`config.mk`:
```
export PLATFORM = sky130hd
export DESIGN_NAME = amp_key_ramp
export DESIGN_NICKNAME = d
export VERILOG_FILES = /design/src/rtl/amp_key_pkg.sv /design/src/rtl/amp_rst_sync.sv /design/src/rtl/amp_tick_gen.sv /design/src/rtl/amp_env_core.sv /design/src/rtl/amp_src_sel.sv /design/src/rtl/amp_key_ramp.sv
export SDC_FILE = /design/constraint.sdc
export NUM_CORES = 1
export LEC_CHECK = 0
export BUFFER_PORTS_ARGS = -buffer_cell sky130_fd_sc_hd__buf_2
export CORE_MARGIN = 5
export CORE_UTILIZATION = 53
export CTS_BUF_LIST = sky130_fd_sc_hd__clkbuf_16
export DETAILED_ROUTE_END_ITERATION = 12
export PLACE_DENSITY = 0.76
export REMOVE_ABC_BUFFERS = 1
export SLEW_MARGIN = 0
export SYNTH_ARGS = -nofsm -noshare
export SYNTH_HDL_FRONTEND = slang
export SYNTH_SLANG_ARGS = --single-unit
```
`constraint.sdc`:
```
create_clock -name clk -period 3.45 [get_ports clk]
set_clock_uncertainty 0.05 [all_clocks]
set_input_delay 0.345 -clock clk [delete_from_list [all_inputs] [get_ports clk]]
set_output_delay 0.345 -clock clk [all_outputs]
set_load 0.02 [all_outputs]
```
`src/rtl/amp_key_pkg.sv`:
```
`timescale 1ns/1ps
package amp_key_pkg;

  typedef enum logic [1:0] {
    KM_DIRECT  = 2'd0,
    KM_RAMP    = 2'd1,
    KM_PIN     = 2'd2,
    KM_DIRECT2 = 2'd3
  } key_mode_e;

  localparam int STEP_W = 4;

  function automatic logic [STEP_W-1:0] step_of(input logic [1:0] sel);
    return STEP_W'(1) << sel;
  endfunction

endpackage

```
`src/rtl/amp_rst_sync.sv`:
```
`timescale 1ns/1ps
module amp_rst_sync #(
  parameter int STAGES = 2
) (
  input  logic clk,
  input  logic rst_n,
  output logic rst_sync_n
);
  logic [STAGES-1:0] sync_q;
  logic [STAGES-1:0] sync_d;

  always_comb begin
    sync_d = {sync_q[STAGES-2:0], 1'b1};
  end

  always_ff @(posedge clk or negedge rst_n) begin
    if (!rst_n) sync_q <= '0;
    else        sync_q <= sync_d;
  end

  assign rst_sync_n = sync_q[STAGES-1];
endmodule

```
`src/rtl/amp_tick_gen.sv`:
```
`timescale 1ns/1ps
module amp_tick_gen #(
  parameter int DIV_W = 16
) (
  input  logic             clk,
  input  logic             rst_n,
  input  logic             run_i,
  input  logic [DIV_W-1:0] div_i,
  output logic             tick_o
);
  logic [DIV_W-1:0] cnt_q;
  logic [DIV_W-1:0] cnt_d;
  logic             tick;

  always_comb begin
    tick = run_i && (cnt_q >= div_i);
    if (!run_i)    cnt_d = '0;
    else if (tick) cnt_d = '0;
    else           cnt_d = cnt_q + DIV_W'(1);
  end

  always_ff @(posedge clk or negedge rst_n) begin
    if (!rst_n) cnt_q <= '0;
    else        cnt_q <= cnt_d;
  end

  assign tick_o = tick;
endmodule

```
`src/rtl/amp_env_core.sv`:
```
`timescale 1ns/1ps
module amp_env_core
  import amp_key_pkg::*;
#(
  parameter int AMP_W = 14
) (
  input  logic             clk,
  input  logic             rst_n,
  input  logic             en_i,
  input  logic [1:0]       mode_i,
  input  logic             key_i,
  input  logic [AMP_W-1:0] target_i,
  input  logic [1:0]       step_sel_i,
  input  logic             tick_i,
  output logic [AMP_W-1:0] amp_o
);
  key_mode_e        mode;
  logic [AMP_W-1:0] amp_q;
  logic [AMP_W-1:0] amp_d;
  logic             amp_upd;
  logic [AMP_W-1:0] goal;
  logic [AMP_W-1:0] step;
  logic [AMP_W:0]   sum_up;
  logic [AMP_W-1:0] gap_dn;
  logic [AMP_W-1:0] ramp_nx;

  always_comb begin
    mode   = key_mode_e'(mode_i);
    goal   = key_i ? target_i : '0;
    step   = {{(AMP_W-STEP_W){1'b0}}, step_of(step_sel_i)};
    sum_up = {1'b0, amp_q} + {1'b0, step};
    gap_dn = amp_q - goal;
    if (amp_q < goal)
      ramp_nx = (sum_up >= {1'b0, goal}) ? goal : sum_up[AMP_W-1:0];
    else if (amp_q > goal)
      ramp_nx = (gap_dn <= step) ? goal : (amp_q - step);
    else
      ramp_nx = amp_q;
  end

  always_comb begin
    amp_d   = amp_q;
    amp_upd = 1'b0;
    if (!en_i) begin
      amp_d   = '0;
      amp_upd = 1'b1;
    end else begin
      unique case (mode)
        KM_RAMP: begin
          amp_d   = ramp_nx;
          amp_upd = tick_i;
        end
        KM_PIN: begin
          amp_d   = goal;
          amp_upd = 1'b1;
        end
        default: begin
          amp_d   = target_i;
          amp_upd = 1'b1;
        end
      endcase
    end
  end

  always_ff @(posedge clk or negedge rst_n) begin
    if (!rst_n)       amp_q <= '0;
    else if (amp_upd) amp_q <= amp_d;
  end

  assign amp_o = amp_q;
endmodule

```
`src/rtl/amp_src_sel.sv`:
```
`timescale 1ns/1ps
module amp_src_sel #(
  parameter int AMP_W = 14
) (
  input  logic             own_i,
  input  logic [AMP_W-1:0] env_i,
  input  logic [AMP_W-1:0] lower_i,
  output logic [AMP_W-1:0] amp_o,
  output logic             pass_o
);
  always_comb begin
    pass_o = !own_i;
    amp_o  = own_i ? env_i : lower_i;
  end
endmodule

```
`src/rtl/amp_key_ramp.sv`:
```
`timescale 1ns/1ps
module amp_key_ramp #(
  parameter int AMP_W = 14,
  parameter int DIV_W = 16
) (
  input  logic             clk,
  input  logic             rst_n,
  input  logic             en_i,
  input  logic [1:0]       mode_i,
  input  logic             key_i,
  input  logic [AMP_W-1:0] target_i,
  input  logic [1:0]       step_sel_i,
  input  logic [DIV_W-1:0] div_i,
  input  logic [AMP_W-1:0] lower_amp_i,
  output logic [AMP_W-1:0] amp_o,
  output logic [AMP_W-1:0] env_amp_o,
  output logic             pass_o
);
  logic rst_sync_n;
  logic ramp_tick;

  amp_rst_sync #(.STAGES(2)) u_rst (
    .clk        (clk),
    .rst_n      (rst_n),
    .rst_sync_n (rst_sync_n)
  );

  amp_tick_gen #(.DIV_W(DIV_W)) u_tick (
    .clk    (clk),
    .rst_n  (rst_sync_n),
    .run_i  (en_i),
    .div_i  (div_i),
    .tick_o (ramp_tick)
  );

  amp_env_core #(.AMP_W(AMP_W)) u_core (
    .clk        (clk),
    .rst_n      (rst_sync_n),
    .en_i       (en_i),
    .mode_i     (mode_i),
    .key_i      (key_i),
    .target_i   (target_i),
    .step_sel_i (step_sel_i),
    .tick_i     (ramp_tick),
    .amp_o      (env_amp_o)
  );

  amp_src_sel #(.AMP_W(AMP_W)) u_sel (
    .own_i   (en_i),
    .env_i   (env_amp_o),
    .lower_i (lower_amp_i),
    .amp_o   (amp_o),
    .pass_o  (pass_o)
  );
endmodule

```
==> run metrics, run 1 <==
outcome=complete, but fails checks; failing checks=negative setup slack; via count=5784; Worst-path clk slew=60 ps; Gate Count Post-Synth=603; Core ar.=8680 um^2; FF-to-FF Start=u_core.amp_o[0]$_DFFE_PN0P_; DIE HEIGHT=104 um; Antenna diodes=0; layout cells sized above 1=0.389; Num CTS Buffers=5; max-slew violation count=0; Total Routed Length=18.0 mm; Vias per Instance=6.34; Post-synth top flop=dfrtp_1; Pre-Repair DR Iteration Count=6; std cell rows=34; dpl hpwl=13.3 mm; LEAKAGE=0.00329 uW; ys async rst share=1.00; Buffers on Ports=80; full die area=10800 um^2; Initial Util=0.538; worst path arrival time=4040 ps; R2R Path End=u_core.amp_o[2]$_DFFE_PN0P_; Nets=915; die width=104 um; GRT Overall Usage=0.304; # fillers=601; initial antenna violation count=0; Routed Antenna Nets=0; number of synthesized flops with an enable pin=0; setup violators final=14; CTS tree=yes; Synth area leaders=dfrtp_1 17%, ha_1 15%, nand2_1 5.5%; syn_area_per_cell=7.75 um^2; cell taking the most area after synthesis=dfrtp_1; WP data required=3570 ps; Ports=81; yosys warns=0; CTS Sinks=32; Initial DRC Count=647; H-tree lvl count=2; setup ws final=-465 ps; post-synth cell types=76; vias in the first global route=5660; GP Congestion=0.994; critical path type=reg2reg; R2R depth=17; P per Cell Area=294 nW/um^2; clk root buf=clkbuf_16; R2R Setup Slk=-460 ps; Worst Tran Pin Value=598 ps; worst skew pair latency=290 ps; Layout area overhead=42.0%; Final Core Density=0.765; commonest non-fill, non-tap cell in the layout=buf_4; pin count of the biggest net entering global routing=31; relative max-transition margin=0.601; per-cell routed wire length=19.7 um; commonest cells after routing, fill and taps aside=134 x buf_4, 80 x buf_2, 65 x nand2_1; RSZ-0062 raised after global routing=true; max-cap viol count=0; post-synth top area share=0.171; global route overflow=0; Residual DRC=0; clk buf depth=2; CP Max Fanout=5; crit share post-route=1.13; Synth Register Bits=32; Crit. End Element=flip-flop; sequential element share of the synthesized area=0.171; synthesized cell area=4670 um^2; peak supply drop=315 uV; post-route minimum period=3910 ps; first-pass GRT wire length=27.4 mm; Critical Path Start Type=flip-flop; final hold violation count=0; HP Class=reg2async; Max Fclk=0.255 GHz; dpl ws=-842 ps
==> layer usage <==
layer  GRT usage  up-vias  share of wire  wire (um)
li1            -     2610              -          -
met1       0.369     2663           0.37       6610
met2       0.500      384           0.47       8460
met3      0.0627      127           0.10       1820
met4       0.166        0          0.061       1100
met5           0        -              0          0
==> worst max-delay path by stage <==
stage | startpoint | end
after floorplan | u_core.amp_o[1]$_DFFE_PN0P_ | u_core.amp_o[10]$_DFFE_PN0P_
after global placement | step_sel_i[0] | u_core.amp_o[9]$_DFFE_PN0P_
after detailed placement | step_sel_i[0] | u_core.amp_o[1]$_DFFE_PN0P_
after CTS | u_core.amp_o[0]$_DFFE_PN0P_ | u_core.amp_o[7]$_DFFE_PN0P_
after global routing | step_sel_i[0] | u_core.amp_o[0]$_DFFE_PN0P_
final | u_core.amp_o[0]$_DFFE_PN0P_ | u_core.amp_o[2]$_DFFE_PN0P_
==> report_power, final <==
part           leakage, uW  internal (uW)  switching [uW]  total [uW]
clock            0.0000687            262             177         439
sequential        0.000433            390            25.7         415
combinational      0.00278            489             607        1100
==> cells by family (layout without fill, tap and decap cells) <==
group,after synthesis,count (layout),share of synthesized area
flops,32,32,0.171
other cells,1,1,0.000802
fa+ha+maj,60,60,0.165
mux,18,18,0.0426
compound gates,155,155,0.244
simple gates,225,225,0.241
buf+inv,73,274,0.0618
xor+xnor,39,39,0.0731
==> Yosys cell counts (all sizes together) (3+ instances only) <==
library cell,instances
o221ai,3
a21o,9
inv,42
mux2,15
nor2,50
ha,57
nand4,16
nor2b,8
clkbuf,26
o221a,6
o2111ai,3
o21a,5
nand3,24
o31ai,5
fa,3
a221oi,5
or2,4
o211ai,5
xnor2,21
nand2,68
and2,6
dfrtp,32
a31oi,5
a21boi,3
nor4,4
mux2i,3
o22ai,7
and3,10
nor3,12
a32oi,3
o21ai,26
a21oi,35
a32o,6
nand3b,3
nand2b,6
or3,4
a211oi,6
xor2,18
buf,5
==> sequential cells by signal (all words and copies together) (netlist names) <==
| signal | flops |
|---|---|
| u_tick.cnt_q | 16 |
| u_core.amp_o | 14 |
| u_rst.sync_q | 2 |
==> worst max-delay path, cell delays in order (launching register included) <==
cell and delay (ps):
dfrtp_1 420, ha_2 220, inv_2 40, fa_2 340, or2_4 250, a21oi_4 160
o211ai_1 130, xnor2_1 170, ha_1 330, o211a_1 150, a211oi_1 40, a311o_1 360
a31o_4 300, a21oi_4 200, a21oi_2 90, buf_4 160, o221a_2 130, a32o_1 260
==> through the flow <==
step                      cell area (um^2)  hold slack [ps]  setup TNS [ps]  power [uW]  instances
after floorplan                       4540           -0.591           -8470         968        572
after global placement                6080             79.4           -8800        1360        893
after detailed placement              6080             82.3          -10660        1380        893
after CTS                             6440              244           -4020        1870        906
after global routing                  6640              270           -7070        2040        912
final                                 6640              227           -5890        1950        912
==> cell type report <==
type                       count  area (um^2)  area share
tap                          108          135      0.0204
timing repair buffer         224         1520       0.229
clock inverter                 3         15.0     0.00226
clock buffer                   5          125      0.0189
sequential                    32          801       0.121
inverter                      42          158      0.0238
multi-input combinational    498         3880       0.585
==> repair_timing <==
action                                 4_1_cts  5_1_grt
hold buffers                                 1        0
setup endpoints to repair                   14       14
pin swaps                                   28       23
buffers inserted                             5        7
resized for setup                           39       29
endpoints found under the hold margin        2        0
Power figures use the tool's default switching activity.
==> inputs of run 2 (changes only) <==
BUFFER_PORTS_ARGS = -buffer_cell sky130_fd_sc_hd__buf_4   (was -buffer_cell sky130_fd_sc_hd__buf_2)
==> run 2 against run 1 <==
  * The flow still finishes with violations (negative setup slack)
  * Sequential power barely moved
  * Fmax decreased by 0.75%
  * Worst setup slack worse by 30 ps
  * Total power up 7.9%
  * Die area stayed put
==> run metrics, run 2 (synthesized netlist as in run 1, its figures left out) <==
outcome=complete, but fails checks (unchanged); failing checks=negative setup slack (unchanged); WP data required=3610 ps (was 3570 ps); commonest cells after routing, fill and taps aside=226 x buf_4, 65 x nand2_1, 53 x ha_1 (was 134 x buf_4, 80 x buf_2, 65 x nand2_1); slowest CP cell=ha_1 (was dfrtp_1); Worst Tran Pin Value=657 ps (was 598 ps); per-cell routed wire length=20.0 um (was 19.7 um); Critical Path, Cell by Cell=buf_4 > buf_4 > nand2b_1 > ha_4 > o31ai_2 > buf_4 > nor2b_1 > buf_4 > nand2_1 > xnor2_1 > ha_1 > nand4_1 > buf_4 > nor3_4 > nor2_4 > a31o_4 > buf_6 > a21oi_2 > a211oi_1 > a2111o_1 > o2bb2ai_1 (was ha_2 > inv_2 > fa_2 > or2_4 > a21oi_4 > o211ai_1 > xnor2_1 > ha_1 > o211a_1 > a211oi_1 > a311o_1 > a31o_4 > a21oi_4 > a21oi_2 > buf_4 > o221a_2 > a32o_1); full die area=10800 um^2 (unchanged); LEAKAGE=0.00349 uW (was 0.00329 uW); Vias per Instance=6.24 (was 6.34); Initial DRC Count=614 (was 647); Initial Util=0.538 (unchanged); dpl hpwl=13.8 mm (was 13.3 mm); Max Fclk=0.254 GHz (was 0.255 GHz); Core ar.=8680 um^2 (unchanged); final hold violation count=0 (unchanged); # fillers=563 (was 601); pin count of the biggest net entering global routing=28 (was 31); peak supply drop=382 uV (was 315 uV); Pre-Repair DR Iteration Count=5 (was 6); Num CTS Buffers=5 (unchanged); max-slew violation count=0 (unchanged); CTS Sinks=32 (unchanged); slowest stage delay, CP=360 ps (was 420 ps); most frequent CP cell=buf_4 (was a21oi_4); Overall Power=2100 uW (was 1950 uW); H-tree lvl count=2 (unchanged); vias in the first global route=5664 (was 5660); Critical Path Start Type=primary input (was flip-flop); CP Max Fanout=5 (unchanged); relative max-transition margin=0.561 (was 0.601); first-pass GRT wire length=28.3 mm (was 27.4 mm); CTS tree=yes (unchanged); number of buffers and inverters on the critical path=6 (was 2); number of flip-flops in the largest register=16 (unchanged); Largest delay share family, worst path=compound AO/OA/AOI/OAI gates (unchanged); critical path type=in2reg (was reg2reg); GRT Overall Usage=0.317 (was 0.304); Buffers on Ports=80 (unchanged); Nets=927 (was 915); worst skew pair latency=280 ps (was 290 ps); P per Cell Area=300 nW/um^2 (was 294 nW/um^2); initial antenna violation count=0 (unchanged); Layout area overhead=50.1% (was 42.0%); Routed Antenna Nets=0 (unchanged); GP Congestion=0.991 (was 0.994); worst path arrival time=4100 ps (was 4040 ps); max-cap viol count=0 (unchanged); fin cells=924 (was 912); setup ws final=-494 ps (was -465 ps); DIE HEIGHT=104 um (unchanged); die width=104 um (unchanged); clk root buf=clkbuf_16 (unchanged); Residual DRC=0 (unchanged); Most flops, register=u_tick.cnt_q (unchanged); setup violators final=14 (unchanged); HP Class=reg2async (unchanged); RSZ-0062 raised after global routing=true (unchanged); placed insts=898 (was 893); via count=5763 (was 5784); commonest non-fill, non-tap cell in the layout=buf_4 (unchanged); std cell rows=34 (unchanged); crit share post-route=1.14 (was 1.13); Antenna diodes=0 (unchanged); global route overflow=0 (unchanged); Total Routed Length=18.5 mm (was 18.0 mm); post-route minimum period=3940 ps (was 3910 ps); layout cells sized above 1=0.398 (was 0.389); Crit. End Element=flip-flop (unchanged); Worst-path clk slew=60 ps (about the same); Ports=81 (unchanged); clk buf depth=2 (unchanged)
run 2: changes by cell type in the layout (fill, tap and decap cells not counted), sizes merged:
cell	before	now
buf	223	235
bufinv	0	1
inv	43	42
run 2: metal layers:
layer	vias to the layer above	GRT usage	part of all wire
met5	-	0	0
met4	0	0.156	0.047
met2	350	0.538	0.49
li1	2635	-	-
met3	84	0.0497	0.080
met1	2694	0.390	0.38
run 2: final timing paths:
path	depth (start not counted)	start	slack, ps	to
setup / recovery	21	step_sel_i[0]	-490	u_core.amp_o[6]$_DFFE_PN0P_
hold / removal	0	u_rst.sync_q[1]$_DFF_PN0_	60	u_core.amp_o[13]$_DFFE_PN0P_
setup reg to reg	20	u_core.amp_o[3]$_DFFE_PN0P_	-490	u_core.amp_o[6]$_DFFE_PN0P_
hold reg to reg	0	u_rst.sync_q[1]$_DFF_PN0_	60	u_core.amp_o[13]$_DFFE_PN0P_
max in group asynchronous	1	u_rst.sync_q[1]$_DFF_PN0_	2610	u_core.amp_o[1]$_DFFE_PN0P_
min in group clk	0	u_rst.sync_q[0]$_DFF_PN0_	300	u_rst.sync_q[1]$_DFF_PN0_
run 2: timing repair:
action	4_1_cts	5_1_grt
endpoints found under the setup margin	14	14
pin swaps	29	12
hold endpoints to repair	2	0
resized for setup	48	22
hold buffers	1	0
buffers inserted	12	6
run 2: power by group:
group / switching [uW] / total, uW / leakage, uW / internal [uW]
sequential: 24.8 / 415 / 0.000431 / 390
clock: 180 / 519 / 0.0000798 / 339
combinational: 622 / 1170 / 0.00298 / 548
run 2: stage by stage:
stage	TNS [ps]	setup WS, ps	instance area [um^2]	util	hold slack [ps]
5_1_grt	-7340	-577	7010	0.808	74.2
3_3_place_gp	-10020	-820	6330	0.729	57.4
6_report	-6420	-494	7010	0.808	64.1
2_1_floorplan	-8470	-774	4540	-	-0.591
4_1_cts	-3180	-271	6840	0.788	62.4
3_5_place_dp	-11740	-946	6330	0.729	55.8
run 2: layout make-up:
type	count	area, um^2	share of cell area
Multi-Input combinational cell	498	3940	0.561
Clock inverter	3	42.5	0.00606
Clock buffer	5	125	0.0178
Inverter	42	158	0.0225
Timing Repair Buffer	236	1820	0.259
Tap cell	108	135	0.0193
Sequential cell	32	802	0.114
==> inputs of run 3 (changes only) <==
PLACE_DENSITY = 0.73   (was 0.76)
==> run 3 against run 2 <==
  * The flow still finishes with violations (negative setup slack)
  * Combinational power decreased by 4%
  * First-iteration DRC count shrank 42%
  * Critical path type is now reg2reg
  * Core utilization down 2.7 points
  * Cell count shrank 2.3%
  * Sequential share of layout area up 0.38 points
  * Worst setup slack better by 20 ps
  * Register-to-register slack better by 20 ps
  * Critical endpoint is now u_core.amp_o[12]$_DFFE_PN0P_
  * Sequential power barely moved
  * Die area unchanged
  * Via count down 3.6%
  * Cell area down 3.4%
==> run metrics, run 3 (synthesized netlist as in run 1, its figures left out) <==
outcome=complete, but fails checks (unchanged); failing checks=negative setup slack (unchanged); Antenna diodes=0 (unchanged); max-slew violation count=0 (unchanged); Buffers on Ports=80 (unchanged); Max Fclk=0.255 GHz (was 0.254 GHz); via count=5557 (was 5763); die width=104 um (unchanged); post-route minimum period=3920 ps (was 3940 ps); global route overflow=0 (unchanged); R2R Setup Slk=-470 ps (was -490 ps); Core ar.=8680 um^2 (unchanged); number of flip-flops in the largest register=16 (unchanged); setup TNS=-5520 ps (was -6420 ps); GP Congestion=1.02 (was 0.991); clk buf depth=2 (unchanged); initial antenna violation count=0 (unchanged); placed insts=884 (was 898); HP Class=reg2async (unchanged); per-cell routed wire length=19.4 um (was 20.0 um); LEAKAGE=0.00333 uW (was 0.00349 uW); dpl hpwl=13.4 mm (was 13.8 mm); R2R Path End=u_core.amp_o[12]$_DFFE_PN0P_ (was u_core.amp_o[6]$_DFFE_PN0P_); RSZ-0062 raised after global routing=true (unchanged); Overall Power=1970 uW (was 2100 uW); critical path type=reg2reg (was in2reg); commonest cells after routing, fill and taps aside=204 x buf_4, 66 x nand2_1, 55 x ha_1 (was 226 x buf_4, 65 x nand2_1, 53 x ha_1); setup ws final=-474 ps (was -494 ps); final hold violation count=0 (unchanged); Layout area overhead=45.0% (was 50.1%); Initial Util=0.538 (unchanged); Total Routed Length=17.5 mm (was 18.5 mm); Ports=81 (unchanged); CTS tree=yes (unchanged); # fillers=657 (was 563); fin cells=903 (was 924); WP data required=3600 ps (was 3610 ps); Vias per Instance=6.15 (was 6.24); layout cells sized above 1=0.377 (was 0.398); Worst-path clk slew=60 ps (about the same); std cell rows=34 (unchanged); Initial DRC Count=357 (was 614); P per Cell Area=290 nW/um^2 (was 300 nW/um^2); H-tree lvl count=2 (unchanged); Nets=907 (was 927); Num CTS Buffers=5 (unchanged); Pre-Repair DR Iteration Count=5 (unchanged); CTS Sinks=32 (unchanged); GRT Overall Usage=0.304 (was 0.317); crit share post-route=1.14 (about the same); vias in the first global route=5345 (was 5664); worst skew pair latency=290 ps (was 280 ps); Crit. End Element=flip-flop (unchanged); pin count of the biggest net entering global routing=31 (was 28); full die area=10800 um^2 (unchanged); Routed Antenna Nets=0 (unchanged); first-pass GRT wire length=27.2 mm (was 28.3 mm); DIE HEIGHT=104 um (unchanged); setup violators final=14 (unchanged); clk root buf=clkbuf_16 (unchanged); relative max-transition margin=0.355 (was 0.561); commonest non-fill, non-tap cell in the layout=buf_4 (unchanged); Critical Path Start Type=flip-flop (was primary input); worst path arrival time=4080 ps (was 4100 ps); max-cap viol count=0 (unchanged); Residual DRC=0 (unchanged); Most flops, register=u_tick.cnt_q (unchanged); FF-to-FF Start=u_core.amp_o[0]$_DFFE_PN0P_ (was u_core.amp_o[3]$_DFFE_PN0P_); R2R depth=17 (was 20); CP Max Fanout=5 (unchanged); peak supply drop=305 uV (was 382 uV); Worst Tran Pin Value=963 ps (was 657 ps)
run 3: final cells by class:
type,instances,area (um^2),area share
multi-input cells,498,3880,0.572
repair buffers,216,1670,0.247
flip-flops and latches,32,801,0.118
inverters,42,158,0.0233
well taps,108,135,0.0199
clock buffers,5,125,0.0185
clock inverters,2,7.51,0.00111
run 3: layer usage:
| layer | vias up | track usage | share of wire |
|---|---|---|---|
| met5 | - | 0 | 0 |
| met4 | 0 | 0.113 | 0.034 |
| met3 | 52 | 0.0546 | 0.077 |
| met2 | 251 | 0.491 | 0.46 |
| met1 | 2663 | 0.405 | 0.43 |
| li1 | 2591 | - | - |
run 3: what timing repair did:
action,4_1_cts,5_1_grt
setup endpoints to repair,14,14
cloned,0,0
setup buffers,8,4
gates resized for setup,41,24
pin swaps,43,29
endpoints found under the hold margin,2,0
hold buffers,1,0
run 3: worst max path at each step:
stage | depth (start not counted) | end | slack [ps] | from
2_1_floorplan | 13 | u_core.amp_o[10]$_DFFE_PN0P_ | -770 | u_core.amp_o[1]$_DFFE_PN0P_
3_3_place_gp | 17 | u_core.amp_o[12]$_DFFE_PN0P_ | -880 | step_sel_i[0]
3_5_place_dp | 17 | u_core.amp_o[12]$_DFFE_PN0P_ | -950 | step_sel_i[0]
4_1_cts | 17 | u_core.amp_o[1]$_DFFE_PN0P_ | -370 | u_core.amp_o[0]$_DFFE_PN0P_
5_1_grt | 17 | u_core.amp_o[12]$_DFFE_PN0P_ | -610 | u_core.amp_o[0]$_DFFE_PN0P_
6_report | 17 | u_core.amp_o[12]$_DFFE_PN0P_ | -470 | u_core.amp_o[0]$_DFFE_PN0P_
run 3: critical path, cell delays in order, from the launching register on:
cell and delay, ps:
dfrtp_1 400, ha_2 210, inv_2 40, fa_2 340, or2_4 250, a21oi_4 190, o21ba_4 180, nand2_2 70
xnor2_2 150, ha_1 320, nand4_1 140, a311o_1 360, a31o_4 310, buf_6 130, a21oi_2 150, a211oi_2 50
a2111o_1 370, o2bb2ai_1 140
run 3: power breakdown:
part	total [uW]	switching, uW	internal [uW]
clock	431	173	259
combinational	1120	600	522
sequential	415	24.8	390
total	1970	798	1170
run 3: through the flow:
step | setup slack [ps] | instance area [um^2] | util | hold slack [ps]
5_1_grt | -613 | 6780 | 0.781 | 282
3_5_place_dp | -955 | 6220 | 0.717 | 79.3
4_1_cts | -368 | 6630 | 0.764 | 243
6_report | -474 | 6780 | 0.781 | 225
3_3_place_gp | -878 | 6220 | 0.717 | 76.9
2_1_floorplan | -774 | 4540 | - | -0.591
